<file path="config.mk">
export PLATFORM = sky130hd
export DESIGN_NAME = wr_post_buf
export DESIGN_NICKNAME = d
export VERILOG_FILES = /design/src/rtl/wpb_pkg.sv /design/src/rtl/wpb_fifo.sv /design/src/rtl/wpb_fwd.sv /design/src/rtl/wpb_arb.sv /design/src/rtl/wr_post_buf.sv
export SDC_FILE = /design/constraint.sdc
export NUM_CORES = 1
export LEC_CHECK = 0
export CORE_ASPECT_RATIO = 0.5
export CORE_MARGIN = 1.5
export CORE_UTILIZATION = 45
export DETAILED_ROUTE_END_ITERATION = 8
export DONT_BUFFER_PORTS = 1
export PLACE_DENSITY = 0.65
export SLEW_MARGIN = 15
export SYNTH_ARGS = -nofsm -noshare
export SYNTH_HDL_FRONTEND = slang
export SYNTH_HIERARCHICAL = 1
export SYNTH_SLANG_ARGS = --single-unit
</file>
<file path="constraint.sdc">
create_clock -name clk_i -period 8.1 [get_ports clk_i]
set_input_delay 1.62 -clock clk_i [delete_from_list [all_inputs] [get_ports clk_i]]
set_output_delay 1.62 -clock clk_i [all_outputs]
set_load 0.02 [all_outputs]
</file>
<file path="src/rtl/wpb_pkg.sv">
package wpb_pkg;

  typedef enum logic [1:0] {
    GNT_NONE = 2'd0,
    GNT_RD   = 2'd1,
    GNT_WR   = 2'd2
  } gnt_e;

  function automatic int unsigned ptr_w(input int unsigned n);
    return (n > 1) ? $clog2(n) : 1;
  endfunction

endpackage

</file>
<file path="src/rtl/wpb_fifo.sv">
module wpb_fifo #(
  parameter int unsigned DEPTH = 4,
  parameter int unsigned AW    = 32,
  parameter int unsigned DW    = 32,
  parameter int unsigned BW    = DW / 8,
  parameter int unsigned PW    = wpb_pkg::ptr_w(DEPTH),
  parameter int unsigned CW    = $clog2(DEPTH + 1)
) (
  input  logic          clk_i,
  input  logic          rst_ni,
  input  logic          push_i,
  input  logic [AW-1:0] push_addr_i,
  input  logic [DW-1:0] push_data_i,
  input  logic [BW-1:0] push_be_i,
  input  logic          pop_i,
  output logic [AW-1:0] ent_addr_o [DEPTH],
  output logic [DW-1:0] ent_data_o [DEPTH],
  output logic [BW-1:0] ent_be_o   [DEPTH],
  output logic [PW-1:0] rd_ptr_o,
  output logic [CW-1:0] count_o,
  output logic          full_o,
  output logic          empty_o,
  output logic [AW-1:0] head_addr_o,
  output logic [DW-1:0] head_data_o,
  output logic [BW-1:0] head_be_o
);

  logic [AW-1:0] addr_q [DEPTH];
  logic [DW-1:0] data_q [DEPTH];
  logic [BW-1:0] be_q   [DEPTH];
  logic [PW-1:0] wr_ptr_q, rd_ptr_q;
  logic [CW-1:0] count_q, count_d;
  logic          full_q, empty_q;

  function automatic logic [PW-1:0] bump(input logic [PW-1:0] p);
    return (p == PW'(DEPTH - 1)) ? '0 : p + 1'b1;
  endfunction

  for (genvar g = 0; g < DEPTH; g++) begin : g_ent
    always_ff @(posedge clk_i or negedge rst_ni) begin
      if (!rst_ni) begin
        addr_q[g] <= '0;
        data_q[g] <= '0;
        be_q[g]   <= '0;
      end else if (push_i && wr_ptr_q == PW'(g)) begin
        addr_q[g] <= push_addr_i;
        data_q[g] <= push_data_i;
        be_q[g]   <= push_be_i;
      end
    end
  end

  always_comb begin
    count_d = count_q;
    if (push_i && !pop_i)      count_d = count_q + 1'b1;
    else if (!push_i && pop_i) count_d = count_q - 1'b1;
  end

  always_ff @(posedge clk_i or negedge rst_ni) begin
    if (!rst_ni) begin
      wr_ptr_q <= '0;
      rd_ptr_q <= '0;
      count_q  <= '0;
      full_q   <= 1'b0;
      empty_q  <= 1'b1;
    end else begin
      if (push_i) wr_ptr_q <= bump(wr_ptr_q);
      if (pop_i)  rd_ptr_q <= bump(rd_ptr_q);
      count_q <= count_d;
      full_q  <= (count_d == CW'(DEPTH));
      empty_q <= (count_d == '0);
    end
  end

  assign ent_addr_o  = addr_q;
  assign ent_data_o  = data_q;
  assign ent_be_o    = be_q;
  assign rd_ptr_o    = rd_ptr_q;
  assign count_o     = count_q;
  assign full_o      = full_q;
  assign empty_o     = empty_q;
  assign head_addr_o = addr_q[rd_ptr_q];
  assign head_data_o = data_q[rd_ptr_q];
  assign head_be_o   = be_q[rd_ptr_q];

  AST_NO_OVERFLOW: assert property (@(posedge clk_i) disable iff (!rst_ni)
    push_i && full_q |-> pop_i);
  AST_NO_UNDERFLOW: assert property (@(posedge clk_i) disable iff (!rst_ni)
    pop_i |-> !empty_q);
  AST_FULL_RISE: assert property (@(posedge clk_i) disable iff (!rst_ni)
    $rose(full_q) |-> $past(push_i && !pop_i));
  AST_EMPTY_RISE: assert property (@(posedge clk_i) disable iff (!rst_ni)
    $rose(empty_q) |-> $past(pop_i && !push_i));

endmodule

</file>
<file path="src/rtl/wpb_fwd.sv">
module wpb_fwd #(
  parameter int unsigned DEPTH = 4,
  parameter int unsigned AW    = 32,
  parameter int unsigned DW    = 32,
  parameter int unsigned BW    = DW / 8,
  parameter int unsigned PW    = wpb_pkg::ptr_w(DEPTH),
  parameter int unsigned CW    = $clog2(DEPTH + 1)
) (
  input  logic [AW-1:0] ent_addr_i [DEPTH],
  input  logic [DW-1:0] ent_data_i [DEPTH],
  input  logic [BW-1:0] ent_be_i   [DEPTH],
  input  logic [PW-1:0] rd_ptr_i,
  input  logic [CW-1:0] count_i,
  input  logic [AW-1:0] rd_addr_i,
  output logic          hit_o,
  output logic          cover_all_o,
  output logic [DW-1:0] data_o
);

  function automatic logic [PW-1:0] age_slot(input logic [PW-1:0] base,
                                             input int unsigned   k);
    int unsigned s;
    s = 32'(base) + k;
    if (s >= DEPTH) s = s - DEPTH;
    return s[PW-1:0];
  endfunction

  // Oldest to youngest so that younger byte lanes override older ones.
  always_comb begin
    logic [PW-1:0] idx;
    logic [BW-1:0] cov;
    idx    = '0;
    cov    = '0;
    hit_o  = 1'b0;
    data_o = '0;
    for (int unsigned k = 0; k < DEPTH; k++) begin
      idx = age_slot(rd_ptr_i, k);
      if (k < 32'(count_i) && ent_addr_i[idx] == rd_addr_i) begin
        hit_o = 1'b1;
        for (int unsigned b = 0; b < BW; b++) begin
          if (ent_be_i[idx][b]) begin
            data_o[b*8 +: 8] = ent_data_i[idx][b*8 +: 8];
            cov[b]           = 1'b1;
          end
        end
      end
    end
    cover_all_o = hit_o && (&cov);
  end

endmodule

</file>
<file path="src/rtl/wpb_arb.sv">
module wpb_arb
  import wpb_pkg::*;
(
  input  logic clk_i,
  input  logic rst_ni,
  input  logic rd_need_i,
  input  logic wr_pend_i,
  input  logic mem_ready_i,
  output gnt_e gnt_o,
  output logic rd_fire_o,
  output logic drain_fire_o
);

  always_comb begin
    if (rd_need_i)      gnt_o = GNT_RD;
    else if (wr_pend_i) gnt_o = GNT_WR;
    else                gnt_o = GNT_NONE;
  end

  assign rd_fire_o    = (gnt_o == GNT_RD) && mem_ready_i;
  assign drain_fire_o = (gnt_o == GNT_WR) && mem_ready_i;

  AST_DRAIN_ONLY_IDLE: assert property (@(posedge clk_i) disable iff (!rst_ni)
    drain_fire_o |-> !rd_need_i && mem_ready_i && wr_pend_i);

endmodule

</file>
<file path="src/rtl/wr_post_buf.sv">
module wr_post_buf
  import wpb_pkg::*;
#(
  parameter  int unsigned DEPTH = 4,
  parameter  int unsigned AW    = 32,
  parameter  int unsigned DW    = 32,
  localparam int unsigned BW    = DW / 8
) (
  input  logic          clk_i,
  input  logic          rst_ni,
  input  logic          cpu_wr_valid_i,
  output logic          cpu_wr_ready_o,
  input  logic [AW-1:0] cpu_wr_addr_i,
  input  logic [DW-1:0] cpu_wr_data_i,
  input  logic [BW-1:0] cpu_wr_be_i,
  input  logic          cpu_rd_valid_i,
  output logic          cpu_rd_ready_o,
  input  logic [AW-1:0] cpu_rd_addr_i,
  output logic          cpu_rd_resp_valid_o,
  output logic [DW-1:0] cpu_rd_resp_data_o,
  output logic          mem_req_valid_o,
  input  logic          mem_req_ready_i,
  output logic          mem_req_we_o,
  output logic [AW-1:0] mem_req_addr_o,
  output logic [DW-1:0] mem_req_data_o,
  output logic [BW-1:0] mem_req_be_o,
  input  logic          mem_rsp_valid_i,
  input  logic [DW-1:0] mem_rsp_data_i,
  output logic          full_o,
  output logic          empty_o
);

  localparam int unsigned PW = ptr_w(DEPTH);
  localparam int unsigned CW = $clog2(DEPTH + 1);

  logic [AW-1:0] ent_addr [DEPTH];
  logic [DW-1:0] ent_data [DEPTH];
  logic [BW-1:0] ent_be   [DEPTH];
  logic [PW-1:0] rd_ptr;
  logic [CW-1:0] count;
  logic [AW-1:0] head_addr;
  logic [DW-1:0] head_data;
  logic [BW-1:0] head_be;
  logic          full, empty, push, pop;
  logic          fwd_hit, fwd_all;
  logic [DW-1:0] fwd_data;
  logic          rd_busy_q, rd_need, rd_fwd, rd_mem_fire;
  logic          rsp_valid_q;
  logic [DW-1:0] rsp_data_q;
  gnt_e          gnt;

  wpb_fifo #(.DEPTH(DEPTH), .AW(AW), .DW(DW), .BW(BW), .PW(PW), .CW(CW)) u_fifo (
    .clk_i       (clk_i),
    .rst_ni      (rst_ni),
    .push_i      (push),
    .push_addr_i (cpu_wr_addr_i),
    .push_data_i (cpu_wr_data_i),
    .push_be_i   (cpu_wr_be_i),
    .pop_i       (pop),
    .ent_addr_o  (ent_addr),
    .ent_data_o  (ent_data),
    .ent_be_o    (ent_be),
    .rd_ptr_o    (rd_ptr),
    .count_o     (count),
    .full_o      (full),
    .empty_o     (empty),
    .head_addr_o (head_addr),
    .head_data_o (head_data),
    .head_be_o   (head_be)
  );

  wpb_fwd #(.DEPTH(DEPTH), .AW(AW), .DW(DW), .BW(BW), .PW(PW), .CW(CW)) u_fwd (
    .ent_addr_i  (ent_addr),
    .ent_data_i  (ent_data),
    .ent_be_i    (ent_be),
    .rd_ptr_i    (rd_ptr),
    .count_i     (count),
    .rd_addr_i   (cpu_rd_addr_i),
    .hit_o       (fwd_hit),
    .cover_all_o (fwd_all),
    .data_o      (fwd_data)
  );

  // Any address match keeps the read off the port; partial matches wait for drain.
  assign rd_need = cpu_rd_valid_i && !rd_busy_q && !fwd_hit;
  assign rd_fwd  = cpu_rd_valid_i && !rd_busy_q && fwd_all;

  wpb_arb u_arb (
    .clk_i        (clk_i),
    .rst_ni       (rst_ni),
    .rd_need_i    (rd_need),
    .wr_pend_i    (!empty),
    .mem_ready_i  (mem_req_ready_i),
    .gnt_o        (gnt),
    .rd_fire_o    (rd_mem_fire),
    .drain_fire_o (pop)
  );

  assign cpu_wr_ready_o = !full || pop;
  assign push           = cpu_wr_valid_i && cpu_wr_ready_o;
  assign cpu_rd_ready_o = rd_fwd || rd_mem_fire;

  assign mem_req_valid_o = (gnt != GNT_NONE);
  assign mem_req_we_o    = (gnt == GNT_WR);
  assign mem_req_addr_o  = (gnt == GNT_WR) ? head_addr : cpu_rd_addr_i;
  assign mem_req_data_o  = head_data;
  assign mem_req_be_o    = (gnt == GNT_WR) ? head_be : '1;

  always_ff @(posedge clk_i or negedge rst_ni) begin
    if (!rst_ni) begin
      rd_busy_q   <= 1'b0;
      rsp_valid_q <= 1'b0;
      rsp_data_q  <= '0;
    end else begin
      if (rd_mem_fire)          rd_busy_q <= 1'b1;
      else if (mem_rsp_valid_i) rd_busy_q <= 1'b0;
      rsp_valid_q <= rd_fwd || (rd_busy_q && mem_rsp_valid_i);
      if (rd_fwd)                             rsp_data_q <= fwd_data;
      else if (rd_busy_q && mem_rsp_valid_i)  rsp_data_q <= mem_rsp_data_i;
    end
  end

  assign cpu_rd_resp_valid_o = rsp_valid_q;
  assign cpu_rd_resp_data_o  = rsp_data_q;
  assign full_o              = full;
  assign empty_o             = empty;

  AST_READ_WINS: assert property (@(posedge clk_i) disable iff (!rst_ni)
    cpu_rd_valid_i && !rd_busy_q && !fwd_hit |-> mem_req_valid_o && !mem_req_we_o);
  AST_FWD_LOCAL: assert property (@(posedge clk_i) disable iff (!rst_ni)
    rd_fwd |-> !(mem_req_valid_o && !mem_req_we_o) && cpu_rd_ready_o);
  AST_FWD_RESP: assert property (@(posedge clk_i) disable iff (!rst_ni)
    rd_fwd |=> cpu_rd_resp_valid_o);
  AST_PARTIAL_HOLD: assert property (@(posedge clk_i) disable iff (!rst_ni)
    cpu_rd_valid_i && fwd_hit && !fwd_all |-> !cpu_rd_ready_o && !(mem_req_valid_o && !mem_req_we_o));
  AST_FULL_SWAP: assert property (@(posedge clk_i) disable iff (!rst_ni)
    full_o && pop && cpu_wr_valid_i |=> full_o);
  AST_ONE_READ: assert property (@(posedge clk_i) disable iff (!rst_ni)
    rd_busy_q |-> !(mem_req_valid_o && !mem_req_we_o) && !cpu_rd_ready_o);

endmodule

</file>
After elaboration in Yosys (flattened, before gate mapping)
Cells that the tools add are included.
Storage, ports and cells
  output and inout port bits: 107
  bits of input ports: 138
  register bits after elaboration: 315
  logic and storage cells: 197
Cells by class
  bitwise logic cells: 5
  reduce and logical (&&, ||, !) cells: 32
  add/sub/neg operators: 11
  multiplexer cells: 105
  $lt $le $gt $ge: 13
  equality and inequality tests: 11
Operator list (number)
  2-to-1 mux 32 bit: 27
  binary-select mux 32 bit (select 2 bit): 10
  equality test 32 bit: 4
  2-to-1 mux 8 bit: 16
  2-to-1 mux 4 bit: 15
  binary-select mux 4 bit (select 2 bit): 5
  >= comparator 3 bit, second input constant: 8
  2-to-1 mux 1 bit: 22
  logical AND 1 bit: 18
  2-to-1 mux 2 bit: 8
  inverter 2 -> 3 bit: 5
  equality test 2 bit, second input constant: 4
  subtractor 2 x 1 -> 2 bit, second input constant: 4
  adder 2 x 2 -> 3 bit, second input constant: 2
  less-than comparator 1 x 3 -> 1 bit, first input constant: 2
  less-than comparator 2 x 3 -> 1 bit, first input constant: 2
  2-to-1 mux 3 bit: 2
  nonzero test 2 bit: 3
  logical NOT 1 bit: 5
  adder 2 x 1 -> 2 bit, second input constant: 2
  equality test 2 x 1 -> 1 bit, second input constant: 2
  AND reduction 4 bit: 1
  adder 2 x 1 -> 3 bit, second input constant: 1
  adder 3 x 1 -> 3 bit, second input constant: 1
  other kinds (6): 8

Logic depth before layout (Yosys ltp)
  depth after elaboration: 24
  gate-level depth with buffers: 23
  mapped depth without buffers: 15

Modules after synthesis
The synthesis kept the hierarchy.
By module, submodules not included
  wpb_fifo: cells an instance 707, seq. area each 7033.0 µm², times used 1, area each 12236.7 µm²
  wpb_fwd: cells an instance 1170, seq. area each 0.0 µm², times used 1, area each 9120.0 µm²
  wr_post_buf: cells an instance 241, seq. area each 850.8 µm², times used 1, area each 2701.3 µm²
  wpb_arb: cells an instance 4, seq. area each 0.0 µm², times used 1, area each 33.8 µm²

Worst setup path before layout
Ideal clock, no wire load.
  kind: in2out
  start point: input port cpu_rd_addr_i[30]
  end point: output port mem_req_addr_o[26]
  path buffers: 5
  slack: 1.733 ns
  stages: 14
  arrival: 4.747 ns
  cells stage by stage: clkbuf_1 -> xnor2_1 -> or3_1 -> o41ai_1 -> or3b_1 -> clkbuf_1 -> clkbuf_1 -> nand3_1 -> nor3b_1 -> and2b_2 -> nor2b_4 -> buf_6 -> buf_6 -> mux2_4
Between the ends
  word-level cells in the longest chain between the ends: 11
RTL lines
  start, declared: RTL line wr_post_buf.sv:18  | input logic [AW-1:0] cpu_rd_addr_i,
  equality test 32 bit: RTL line wpb_fwd.sv:38  | if (k < 32'(count_i) && ent_addr_i[idx] == rd_addr_i) begin
  logical AND 1 bit: RTL line wpb_fwd.sv:38
  2-to-1 mux 1 bit (3 in series): RTL line wpb_fwd.sv:38
  2-to-1 mux 1 bit *: RTL line wpb_fwd.sv:38
  net fwd_hit: RTL line wr_post_buf.sv:45  | logic fwd_hit, fwd_all;
  logical NOT 1 bit *: RTL line wr_post_buf.sv:85  | assign rd_need = cpu_rd_valid_i && !rd_busy_q && !fwd_hit;
  logical AND 1 bit *: RTL line wr_post_buf.sv:85
  net rd_need: RTL line wr_post_buf.sv:47  | logic rd_busy_q, rd_need, rd_fwd, rd_mem_fire;
  2-to-1 mux 2 bit *: RTL line wpb_arb.sv:15  | if (rd_need_i) gnt_o = GNT_RD;
  net gnt[1]: RTL line wr_post_buf.sv:50  | gnt_e gnt;
  equality test 2 bit *
  net mem_req_we_o: RTL line wr_post_buf.sv:23  | output logic mem_req_we_o,
  2-to-1 mux 32 bit *: RTL line wr_post_buf.sv:105  | assign mem_req_addr_o = (gnt == GNT_WR) ? head_addr : cpu_rd_addr_i;
  end, declared: RTL line wr_post_buf.sv:24  | output logic [AW-1:0] mem_req_addr_o,
Mark *: on every way through the listed nets, which the timed path passes. The rest lies on a longest branch.

Worst setup path after layout
  start point: register u_fifo.rd_ptr_q[1] (netlist: u_fifo/rd_ptr_o[1])
  end point: output port mem_req_addr_o[20]
Between the ends
  word-level cells in the longest chain between the ends: 17
RTL lines
  start, declared: RTL line wpb_fifo.sv:31  | logic [PW-1:0] wr_ptr_q, rd_ptr_q;
  start signal, assigned: RTL line wpb_fifo.sv:68  | if (pop_i) rd_ptr_q <= bump(rd_ptr_q);
  adder 2 x 1 -> 3 bit, or another cell as far along: RTL line wpb_fwd.sv:23  | s = 32'(base) + k;
  >= comparator 3 bit, or another cell as far along: RTL line wpb_fwd.sv:24  | if (s >= DEPTH) s = s - DEPTH;
  2-to-1 mux 2 bit or inverter 2 -> 3 bit (tied branches): RTL line wpb_fwd.sv:24, wpb_fwd.sv:38
  inverter 2 -> 3 bit (implied by the code) or binary-select mux 32 bit (select 2 bit) (tied branches): RTL line wpb_fwd.sv:38
  binary-select mux 32 bit (select 2 bit) or 2-to-1 mux 32 bit (tied branches): RTL line wpb_fwd.sv:38
  2-to-1 mux 32 bit (implied by the code): RTL line wpb_fwd.sv:38
  2-to-1 mux 32 bit (implied by the code) or equality test 32 bit (tied branches): RTL line wpb_fwd.sv:38
  equality test 32 bit or logical AND 1 bit (tied branches): RTL line wpb_fwd.sv:38
  [... 4 more ...]
  net fwd_hit: RTL line wr_post_buf.sv:45
  logical NOT 1 bit *: RTL line wr_post_buf.sv:85
  logical AND 1 bit *: RTL line wr_post_buf.sv:85
  net rd_need: RTL line wr_post_buf.sv:47
  2-to-1 mux 2 bit *: RTL line wpb_arb.sv:15
  net gnt[1]: RTL line wr_post_buf.sv:50
  equality test 2 bit *: RTL line wr_post_buf.sv:105
  2-to-1 mux 32 bit *: RTL line wr_post_buf.sv:105
Mark *: on every way through the listed nets, which the timed path passes. The rest lies on a longest branch. The select of a mux whose other input is x is not followed.

==> qor.yml <==
insertion_delay_ns: 0.55
netlist_instances: 2122
drt-total-wl_um: 72920
synth_top_area_share_pct: 32.61
core_area_um2: 52410
setup_tns_ns: 0
num_vias: 17760
finalInstanceArea_um2: 25410
synth_top_area_cell: "dfrtp_1"
grt_pass1_wl_um: 110200
synth_common_cells: "dfrtp_1, mux2i_1, mux2_2, xnor2_1, mux2_1"
fmax_ghz: 0.1291
hold_buffers: 0
rsz0062_at_grt: "false"
worstMarginPinSlew_ns: 1.090
p_sw_share_pct: 45.92
cts_buffer_depth: 3
finalHoldViolations: 0
vias_per_cell: 6.503
cts.sinks: 315
place.gp.congestion: 1.024
status: "finished clean"
cts-buffers-inserted: 34
post_drt_wl_per_cell_um: 26.70
synthFlopType: "dfrtp_1"
antenna_found_initial: 1
ys_types: 108
htreeDepth: 2
hold_path_class: "register to register"
cp_max_fo: 45
synthArstFlopShare_pct: 100.0
required_ns: 6.48
postCtsResizedCells: 0
layout-drive-gt1-share_pct: 26.42
post-route-min-period_ns: 7.749
yosys-top-cells-area: "dfrtp_1, mux2i_1, mux2_2"
critPathCaptureType: "primary output"
root_buffer: "clkbuf_16"
place_area_um2: 24290
nNetsFinal: 2149
slew-limit-headroom_pct: 27.32
post-route-period-util_pct: 95.66
total_power_w: 0.01203
grt_use_total_pct: 25.98
yosysSeqAreaShare_pct: 32.72
ir_drop_mv: 0.2630
grt_pass1_vias: 17210
crit_type: "register to primary output"
avgSynthCellArea_um2: 11.35
synth-seq-cells: 315
cts_tree: "yes"
p_switching_w: 0.005526
first_pass_iters: 6
finalClockSkew_ns: 0.01621
pin_count: 245
fin_ws_ns: 0.3514
clock_power_share_pct: 13.6
area_growth_pct: 5.474
dp_hpwl_um: 50880
maxCapViolCount: 0
postCtsSetupRepairBufs: 0
grt_overflow_total: 0
crit_arrival_ns: 6.13
p_per_area_nw_per_um2: 473.6
num_rows: 59
dieArea_um2: 55020
drtAntennaViolNets: 0
die_y_um: 166.6
p_int_w: 0.006508
yosysMostFrequentCell: "dfrtp_1"
worst_hold_slack_ns: 0.5440
start_util_pct: 45.97
drtIter0Drc: 1771
p_seq_share_pct: 27.1
synth_edf_count: 0
drv_slew: 0
critPathLaunchType: "register"
p_leak_nw: 10.44
synth_warnings: 6
netlist_area_um2: 24090
setup_violations: 0
syn_nets: 2267
die_x_um: 330.2
drc: 0
power_frac_comb_pct: 59.3
clkSlewWorstSetupHoldPaths_ns: 0.07
pre_cts_ws_ns: 0.7514
grt_start_max_net_pins: 316
io_buffers: 0
## power by group through the flow
stage	logic [W]	clock network, W	registers, W
global placement	0.00696	0	0.00323
floorplan	0.00569	0	0.00293
finish	0.00713	0.00164	0.00326
global route	0.00750	0.00176	0.00339
detailed placement	0.00701	0	0.00328
CTS	0.00704	0.00169	0.00325
## state kept, by name, summed over array words and instances (netlist names)
name	count
u_fifo/ent_addr_o	128
u_fifo/ent_data_o	128
cpu_rd_resp_data_o	32
u_fifo/ent_be_o	16
u_fifo/count_o	3
u_fifo/rd_ptr_o	2
u_fifo/wr_ptr_q	2
cpu_rd_resp_valid_o	1
rd_busy_q	1
u_fifo/empty_o	1
u_fifo/full_o	1
## stage by stage
step / utilization, % / instances
2_1_floorplan: - / 2122
3_3_place_gp: 46.34 / 2669
3_5_place_dp: 46.34 / 2669
4_1_cts: 48.48 / 2730
5_1_grt: 48.48 / 2730
6_report: 48.48 / 2731
## cell usage in the layout (no fill, tap or decap), drive strengths merged, types with 7 or more instances in the layout
cell     instances
mux2i          281
nor4            26
nor2            48
nor3            44
o2bb2ai         12
nand2           53
or3             15
dfrtp          314
a211o           10
a211oi           7
a31oi           34
xnor2          110
nand3           53
inv             22
nand4           14
o211a           15
o22ai           27
a21bo           34
and2             7
buf             43
a21boi          10
xor2            10
o211ai          47
and4bb          30
mux2           343
o21ai           44
nand2b           8
ha               7
mux4            78
a21oi           63
o31a             9
a21o            24
a22oi           23
o2111ai         14
clkbuf          47
## layout make-up
type                            count  area [um^2]
Multi-Input combinational cell   1591        15020
Inverter                           19        73.82
Tap cell                          701        877.1
Fill cell                        4759        27000
Antenna cell                        1        2.502
Clock inverter                     14        177.7
Clock buffer                       47        940.9
Timing Repair Buffer               43        422.9
Sequential cell                   315         7895
## final timing paths
path                                        from                    end  slack [ns]  depth (start not counted)
hold / removal             u_fifo/ent_addr_o[30]  u_fifo/ent_addr_o[30]        0.54                          1
min in group asynchronous                 rst_ni    cpu_rd_resp_valid_o        0.77                          0
setup reg to reg              u_fifo/rd_ptr_o[1]  u_fifo/ent_addr_o[26]        1.34                         17
hold reg to reg            u_fifo/ent_addr_o[30]  u_fifo/ent_addr_o[30]        0.54                          1
setup / recovery              u_fifo/rd_ptr_o[1]     mem_req_addr_o[20]        0.35                         15
max in group asynchronous                 rst_ni  u_fifo/ent_addr_o[45]        6.43                          0
## critical path, stage by stage (launching register included)
cell,delay [ns]
dfrtp_4,0.61
buf_12,0.31
buf_12,0.28
mux2i_1,0.62
xnor2_1,0.23
nand3_1,0.11
o22ai_1,0.34
nand4b_1,0.41
or3b_1,0.48
buf_4,0.21
nand3_1,0.10
nor3b_1,0.12
and2b_2,0.30
nor2b_4,0.68
buf_4,0.36
mux2_4,0.36
## cells by family (layout without fill, tap and decap cells)
group	count (synthesis)	count (layout)	synth area share, %
AOI/OAI and AO/OA	423	423	13.04
xor gates and xnor gates	120	120	4.362
adders and majority gates	7	7	0.3635
buffers and inverters	216	123	5.121
DFF	315	315	32.72
muxes	702	702	35.50
other	0	1	0
and+or+nand+nor	339	339	8.886
## layer usage
| metal | wire, um | vias up | track usage, % |
|---|---|---|---|
| met4 | 1525 | 0 | 5.817 |
| li1 | - | 7942 | - |
| met3 | 5540 | 111 | 5.515 |
| met1 | 32850 | 9068 | 37.46 |
| met2 | 33000 | 640 | 39.91 |
| met5 | 0 | - | 0 |
Power figures use the tool's default switching activity.
